$ cat config.mk
export PLATFORM = sky130hd
export DESIGN_NAME = barrier_sequencer
export DESIGN_NICKNAME = d
export VERILOG_FILES = /design/src/rtl/barrier_seq_pkg.sv /design/src/rtl/barrier_seq_dp.sv /design/src/rtl/barrier_seq_ctrl.sv /design/src/rtl/barrier_sequencer.sv
export SDC_FILE = /design/constraint.sdc
export NUM_CORES = 1
export LEC_CHECK = 0
export CAP_MARGIN = 15
export CORE_MARGIN = 2
export CORE_UTILIZATION = 40
export CTS_CLUSTER_DIAMETER = 30
export DETAILED_ROUTE_END_ITERATION = 10
export PLACE_DENSITY = 0.65
export RECOVER_POWER = 50
export SLEW_MARGIN = 40
export SYNTH_ARGS = -nofsm -noshare
export SYNTH_HDL_FRONTEND = slang
export SYNTH_SLANG_ARGS = --single-unit
$ cat constraint.sdc
create_clock -name clk -period 2.76 [get_ports clk]
set_input_delay 0.414 -clock clk [delete_from_list [all_inputs] [get_ports clk]]
set_output_delay 0.414 -clock clk [all_outputs]
set_load 0.02 [all_outputs]
$ cat src/rtl/barrier_seq_pkg.sv
package barrier_seq_pkg;

  // strobes from control to datapath
  typedef struct packed {
    logic push;  // write pushMask/pushWord at the tail
    logic pop;   // head entry fires: latch its word, advance head
  } seqStrobes_t;

endpackage

$ cat src/rtl/barrier_seq_dp.sv
module barrier_seq_dp
  import barrier_seq_pkg::*;
#(
  parameter int NUM_PROC = 4,
  parameter int WORD_W   = 32,
  parameter int DEPTH    = 4
) (
  input  logic                clk,
  input  logic                rstN,
  input  seqStrobes_t         strobes,
  input  logic [NUM_PROC-1:0] pushMask,
  input  logic [WORD_W-1:0]   pushWord,
  output logic [NUM_PROC-1:0] headMask,
  output logic [WORD_W-1:0]   retWord
);
  localparam int PTR_W = (DEPTH > 1) ? $clog2(DEPTH) : 1;
  localparam logic [PTR_W-1:0] LAST_SLOT = PTR_W'(DEPTH - 1);

  logic [NUM_PROC-1:0] maskMem [DEPTH];
  logic [WORD_W-1:0]   wordMem [DEPTH];
  logic [PTR_W-1:0]    wrPtr;
  logic [PTR_W-1:0]    rdPtr;

  function automatic logic [PTR_W-1:0] stepPtr(input logic [PTR_W-1:0] p);
    return (p == LAST_SLOT) ? '0 : p + PTR_W'(1);
  endfunction

  always_ff @(posedge clk) begin
    if (strobes.push) begin
      maskMem[wrPtr] <= pushMask;
      wordMem[wrPtr] <= pushWord;
    end
  end

  always_ff @(posedge clk) begin
    if (!rstN) begin
      wrPtr   <= '0;
      rdPtr   <= '0;
      retWord <= '0;
    end else begin
      if (strobes.push) wrPtr <= stepPtr(wrPtr);
      if (strobes.pop) begin
        rdPtr   <= stepPtr(rdPtr);
        retWord <= wordMem[rdPtr];
      end
    end
  end

  assign headMask = maskMem[rdPtr];

endmodule

$ cat src/rtl/barrier_seq_ctrl.sv
module barrier_seq_ctrl
  import barrier_seq_pkg::*;
#(
  parameter int NUM_PROC = 4,
  parameter int DEPTH    = 4
) (
  input  logic                clk,
  input  logic                rstN,
  input  logic                pushValid,
  input  logic [NUM_PROC-1:0] pushMask,
  input  logic [NUM_PROC-1:0] barReq,
  input  logic [NUM_PROC-1:0] fetchKind,
  input  logic [NUM_PROC-1:0] headMask,
  output seqStrobes_t         strobes,
  output logic [NUM_PROC-1:0] barReady,
  output logic [NUM_PROC-1:0] lockstepMode,
  output logic                queueFull,
  output logic                queueEmpty
);
  localparam int CNT_W = $clog2(DEPTH + 1);
  localparam logic [CNT_W-1:0] CNT_MAX = CNT_W'(DEPTH);

  logic [CNT_W-1:0]    occupancy;
  logic [NUM_PROC-1:0] waitSet;
  logic                fire;
  logic                acceptPush;

  assign queueFull  = (occupancy == CNT_MAX);
  assign queueEmpty = (occupancy == '0);

  // a processor being released this cycle is not counted as waiting
  assign waitSet    = barReq & ~barReady;
  assign fire       = !queueEmpty && ((headMask & ~waitSet) == '0);
  assign acceptPush = pushValid && !queueFull && (pushMask != '0);

  assign strobes.push = acceptPush;
  assign strobes.pop  = fire;

  always_ff @(posedge clk) begin
    if (!rstN) begin
      occupancy <= '0;
    end else if (acceptPush && !fire) begin
      occupancy <= occupancy + CNT_W'(1);
    end else if (fire && !acceptPush) begin
      occupancy <= occupancy - CNT_W'(1);
    end
  end

  always_ff @(posedge clk) begin
    if (!rstN) barReady <= '0;
    else       barReady <= fire ? headMask : '0;
  end

  for (genvar g = 0; g < NUM_PROC; g++) begin : gLock
    always_ff @(posedge clk) begin
      if (!rstN)                  lockstepMode[g] <= 1'b0;
      else if (fire && headMask[g]) lockstepMode[g] <= fetchKind[g];
    end
  end

endmodule

$ cat src/rtl/barrier_sequencer.sv
module barrier_sequencer
  import barrier_seq_pkg::*;
#(
  parameter int NUM_PROC = 4,
  parameter int WORD_W   = 32,
  parameter int DEPTH    = 4
) (
  input  logic                clk,
  input  logic                rstN,
  input  logic                pushValid,
  input  logic [NUM_PROC-1:0] pushMask,
  input  logic [WORD_W-1:0]   pushWord,
  output logic                queueFull,
  input  logic [NUM_PROC-1:0] barReq,
  input  logic [NUM_PROC-1:0] fetchKind,
  output logic [NUM_PROC-1:0] barReady,
  output logic [WORD_W-1:0]   retWord,
  output logic [NUM_PROC-1:0] lockstepMode
);
  seqStrobes_t         strobes;
  logic [NUM_PROC-1:0] headMask;
  logic                queueEmpty;

  barrier_seq_ctrl #(.NUM_PROC(NUM_PROC), .DEPTH(DEPTH)) u_ctrl (
    .clk          (clk),
    .rstN         (rstN),
    .pushValid    (pushValid),
    .pushMask     (pushMask),
    .barReq       (barReq),
    .fetchKind    (fetchKind),
    .headMask     (headMask),
    .strobes      (strobes),
    .barReady     (barReady),
    .lockstepMode (lockstepMode),
    .queueFull    (queueFull),
    .queueEmpty   (queueEmpty)
  );

  barrier_seq_dp #(.NUM_PROC(NUM_PROC), .WORD_W(WORD_W), .DEPTH(DEPTH)) u_dp (
    .clk      (clk),
    .rstN     (rstN),
    .strobes  (strobes),
    .pushMask (pushMask),
    .pushWord (pushWord),
    .headMask (headMask),
    .retWord  (retWord)
  );

endmodule

==> Word-level counts from Yosys, hierarchy flattened <==
Memory sizes are Yosys's and may differ from the RTL's. A register that Yosys moved wholly into a read port is not among the register bits.
Cells that the tools add are included.
{ "classes": {"mux": 8, "n_eq_ne": 3, "reduce_logical": 19, "n_shift": 0, "n_bitwise": 4, "div_mod_pow": 0, "mul": 0, "n_lt_le_gt_ge": 0, "n_addsub": 4} }
{ "ops": {"columns": ["cell", "count"], "rows": [
  ["$logic_and 1x1->1", 9],
  ["$and 4x4->4", 2],
  ["$mux 2", 4],
  ["$not 4->4", 2],
  ["$mux 3", 2],
  ["$logic_not 1->1", 5],
  ["$add 2x1->2 const B", 2],
  ["$eq 2x2->1 const B", 2],
  ["$logic_not 4->1", 1],
  ["$reduce_bool 4->1", 1],
  ["$add 3x1->3 const B", 1],
  ["$eq 3x3->1 const B", 1],
  ["$logic_not 3->1", 1],
  ["$sub 3x1->3 const B", 1],
  ["$mux 1", 2],
  ["$reduce_and 2->1", 1],
  ["$reduce_bool 2->1", 1]
]} }
{ "totals": {"latchBits": 0, "ff_bits": 15, "n_memories": 2, "ram_bits": 144, "mem_bits_ro": 0, "word_cells": 48} }
{ "memory_table": {"columns": ["name", "depth", "width", "read_ports", "rd_ports_with_merged_regs", "wr", "line", "source"], "rows": [
  ["u_dp.wordMem", 4, 32, 1, 1, 1, "barrier_seq_dp.sv:20", "logic [WORD_W-1:0] wordMem [DEPTH];"],
  ["u_dp.maskMem", 4, 4, 1, 1, 1, "barrier_seq_dp.sv:19", "logic [NUM_PROC-1:0] maskMem [DEPTH];"]
]} }

==> Depth between registers and ports, before layout <==
{ "logic_depth": {"depth_word": 9, "ltp_mapped": 12, "mapped_depth_nobuf": 10} }

==> Modules after synthesis <==
A second synthesis with hierarchy kept.
{ "unflattened": {"hier_cells": 413, "area_unflattened_um2": 7233.2} }
{ "modules_own_cells": {"columns": ["mod", "n_inst", "cells_each", "seq_area_each_um2", "area_each_um2"], "rows": [
  ["barrier_seq_dp", 1, 359, 5084.9, 6700.2],
  ["barrier_seq_ctrl", 1, 54, 220.2, 533.0]
]} }

==> Least setup slack after synthesis <==
No wires, ideal clock.
{ "synth_path": {"kind": "register to register", "from": "reg (tool-made name)", "to": "reg u_ctrl.occupancy[2]", "arrival_time_ps": 2517, "path_stages_with_launch": 13, "path_slack_ps": 167, "setup_time_ps": 76, "t_required_ps": 2684, "n_path_buf": 2, "path_cell_list": "dfxtp_1 -> buf_6 -> mux2_2 -> nor3b_1 -> nor4_4 -> nand4_2 -> buf_2 -> ha_1 -> inv_1 -> fa_1 -> xor2_1 -> or3_1 -> a21boi_0"} }
{ "synth_lines": {"columns": ["element", "line", "source"], "rows": [
  ["end signal, assigned", "barrier_seq_ctrl.sv:43", "occupancy <= occupancy + CNT_W'(1);"],
  ["end signal, assigned", "barrier_seq_ctrl.sv:45", "occupancy <= occupancy - CNT_W'(1);"],
  ["end, declared", "barrier_seq_ctrl.sv:23", "logic [CNT_W-1:0] occupancy;"]
]} }

==> metrics.csv <==
metric,value,unit
pre_cts_ws,-49.01,ps
postCtsResizedCells,0,
hold_viol,0,
fin_nets,584,
max_freq,0.3858,GHz
drive_gt1_frac,0.1657,
clkPwrFrac,0.287,
gp_congestion,0.7189,
p_int,5.704,mW
setup_viol,0,
drc,0,
tightest_slew,662.2,ps
drt_iter0_drc,201,
io_pins,88,
min_period,2592,ps
synth-seq-cells,193,
core,17840,um^2
antenna_found_initial,3,
cts_buffers,17,
cp_max_fo,6,
ctsHoldBuffers,0,
ant_nets,0,
critPathArrivalTime,2940,ps
syn-num-nets,484,
rsz0062_at_grt,no,
grt_max_degree,73,
pwr-share-comb,0.242,
clock_latency,430,ps
vdd_ir_drop_max,0.0004822,V
synth_area,7213,um^2
h-tree-depth,4,
dieHeight,138.3,um
path_clk_slew,70,ps
critPathSlowestCell,dfxtp_1,
seqPwrFrac,0.471,
path_cells,mux2_2 > nor3b_1 > nor4_4 > nand4_4 > ha_1 > inv_1 > fa_1 > xor2_1 > or3_1 > a21boi_0,
routed_wl,13.43,mm
swShare,0.2801,
powerDensity,879.3,nW/um^2
syn_to_final_growth,24.93,%
vias_per_cell,5.035,
place_hpwl,8.366,mm
cp-start-kind,flip-flop,
final-max-slew-violation-count,0,
initial_core_util,0.4043,
timing.hold.worst.class,reg2reg,
cp_data_required_time,3110,ps
cts.sinks,193,
leakage,3.112,nW
cts_setup_buffers,0,
dpl.cell_count,740,
io_buffers,87,
setup_ws,168.1,ps
yosys.area.top_type_share,0.5995,
synth_cell_type_count,33,
syn_inst,430,
grt_pass1_vias,4064,
design_area,9011,um^2
setup.worst_path.end_class,flip-flop,
final_cells,775,
synth-edff-count,144,
root_buffer,clkbuf_16,
max_slew_margin,0.5585,
synth.most_common_cell,edfxtp_1,
synth.avg_cell_area,16.77,um^2
place_area,8482,um^2
grt_first_pass_wirelength,21.88,mm
post-route-period-util,0.9391,
synth_flop_cell,edfxtp_1,
p_sw,2.219,mW
async_flop_share,0,
drt-wirelength-per-cell,17.33,um
status,completed,
clock_path_buffers,2,
fp-row-count,49,
skew,9.202,ps
maxCapViolCount,0,
ys_top_cells_by_area,"edfxtp_1 (60%), dfxtp_1 (14%), mux4_2 (11%)",
final_util,0.5051,
drt_pass1_iterations,4,
vias,3902,
synth.yosys.warnings,0,
criticalPathCategory,reg2reg,
synth_commonest_cells,"edfxtp_1 (144), dfxtp_1 (49), nand2_1 (43), o21ai_0 (36), nand3_1 (35)",
grt_util_all_layers,0.1483,
dieArea,19120,um^2
yosysSeqAreaShare,0.7355,
max_stage_delay,500,ps
grt_overflow,0,
tritoncts,done,
die_w,138.3,um
synth_top_area_cell,edfxtp_1,
[sequential cells by signal, summed over array words and instances (netlist names), named ones only]
| register | flops |
|---|---|
| u_dp.maskMem | 16 |
| u_dp.wordMem | 128 |
| u_ctrl.occupancy | 3 |
| u_dp.retWord | 32 |
| u_dp.wrPtr | 2 |
| u_ctrl.lockstepMode | 4 |
| u_ctrl.barReady | 4 |
| u_dp.rdPtr | 2 |
[layout by cell type (no fill, tap or decap), types with 3 or more instances in the layout]
| master | netlist | final |
|---|---|---|
| edfxtp_1 | 144 | 144 |
| dlygate4sd3_1 | 0 | 73 |
| dfxtp_1 | 49 | 47 |
| nand2_1 | 43 | 43 |
| o21ai_0 | 36 | 36 |
| nand3_1 | 35 | 35 |
| mux4_2 | 34 | 34 |
| clkbuf_16 | 0 | 18 |
| clkdlybuf4s50_1 | 0 | 13 |
| buf_4 | 0 | 9 |
| mux2i_1 | 8 | 8 |
| clkbuf_1 | 13 | 7 |
| inv_1 | 6 | 6 |
| nor2_1 | 6 | 6 |
| ha_1 | 6 | 6 |
| nor2b_1 | 5 | 5 |
| and2_1 | 9 | 5 |
| buf_12 | 0 | 5 |
| clkinv_2 | 0 | 4 |
| diode_2 | 0 | 3 |
| nor3b_1 | 3 | 3 |
| nand2b_1 | 3 | 3 |
| and2_2 | 0 | 3 |
| clkbuf_8 | 0 | 3 |
[area by class of cell]
| type | instances | area (um^2) |
|---|---|---|
| diodes | 3 | 7.507 |
| clock buffers | 24 | 503.0 |
| clock inverters | 8 | 50.05 |
| fillers | 1467 | 8830 |
| inverters | 6 | 22.52 |
| multi-input cells | 206 | 1780 |
| flip-flops and latches | 193 | 5308 |
| well taps | 229 | 286.5 |
| repair buffers | 106 | 1054 |
[through the flow]
step | TNS (ps) | power [mW] | hold WS [ps]
after floorplan | 0 | 5.033 | 467.5
after CTS | 0 | 8.115 | 468.9
final | 0 | 7.923 | 465.1
after global routing | 0 | 8.327 | 488.7
after detailed placement | -49.01 | 5.834 | 457.5
after global placement | 0 | 5.778 | 445.2
[worst max-delay path, delay by kind of cell (launching register included)]
family | cells | cell delay [ps]
AOI/OAI and AO/OA | 1 | 180
xor gates and xnor gates | 1 | 80
adders and majority gates | 2 | 410
buffers and inverters | 1 | 70
DFF | 1 | 500
muxes | 1 | 400
and+or+nand+nor | 4 | 860
[power groups by stage]
stage | clock [mW] | sequential, mW | combinational (mW)
6_report | 2.27 | 3.73 | 1.92
5_1_grt | 2.44 | 3.78 | 2.10
4_1_cts | 2.34 | 3.75 | 2.03
3_5_place_dp | 0 | 3.81 | 2.03
3_3_place_gp | 0 | 3.79 | 1.99
2_1_floorplan | 0 | 3.90 | 1.13
[final timing paths]
path / depth (start not counted) / to / from / slack [ps]
max: 10 / u_ctrl.occupancy[2] / flip-flop / 170
min: 2 / u_ctrl.lockstepMode[0] / u_ctrl.lockstepMode[0] / 470
max reg2reg: 10 / u_ctrl.occupancy[2] / flip-flop / 170
min reg2reg: 2 / u_ctrl.lockstepMode[0] / u_ctrl.lockstepMode[0] / 470
[per-layer routing]
layer	global-route usage	vias to the layer above	routed length, um
li1	-	1850	-
met5	0	-	0
met2	0.2483	87	6735
met4	0.04296	0	135
met3	0.04676	12	671
met1	0.1869	1953	5888
[kinds of logic after synthesis]
kind of cell	after synthesis	synth area share
flops	193	0.7355
simple gates	111	0.07719
mux	44	0.1209
compound gates	42	0.03140
buf+inv	31	0.01943
fa+ha+maj	7	0.01318
xor+xnor	2	0.002429
(Power assumes the default switching activity.)
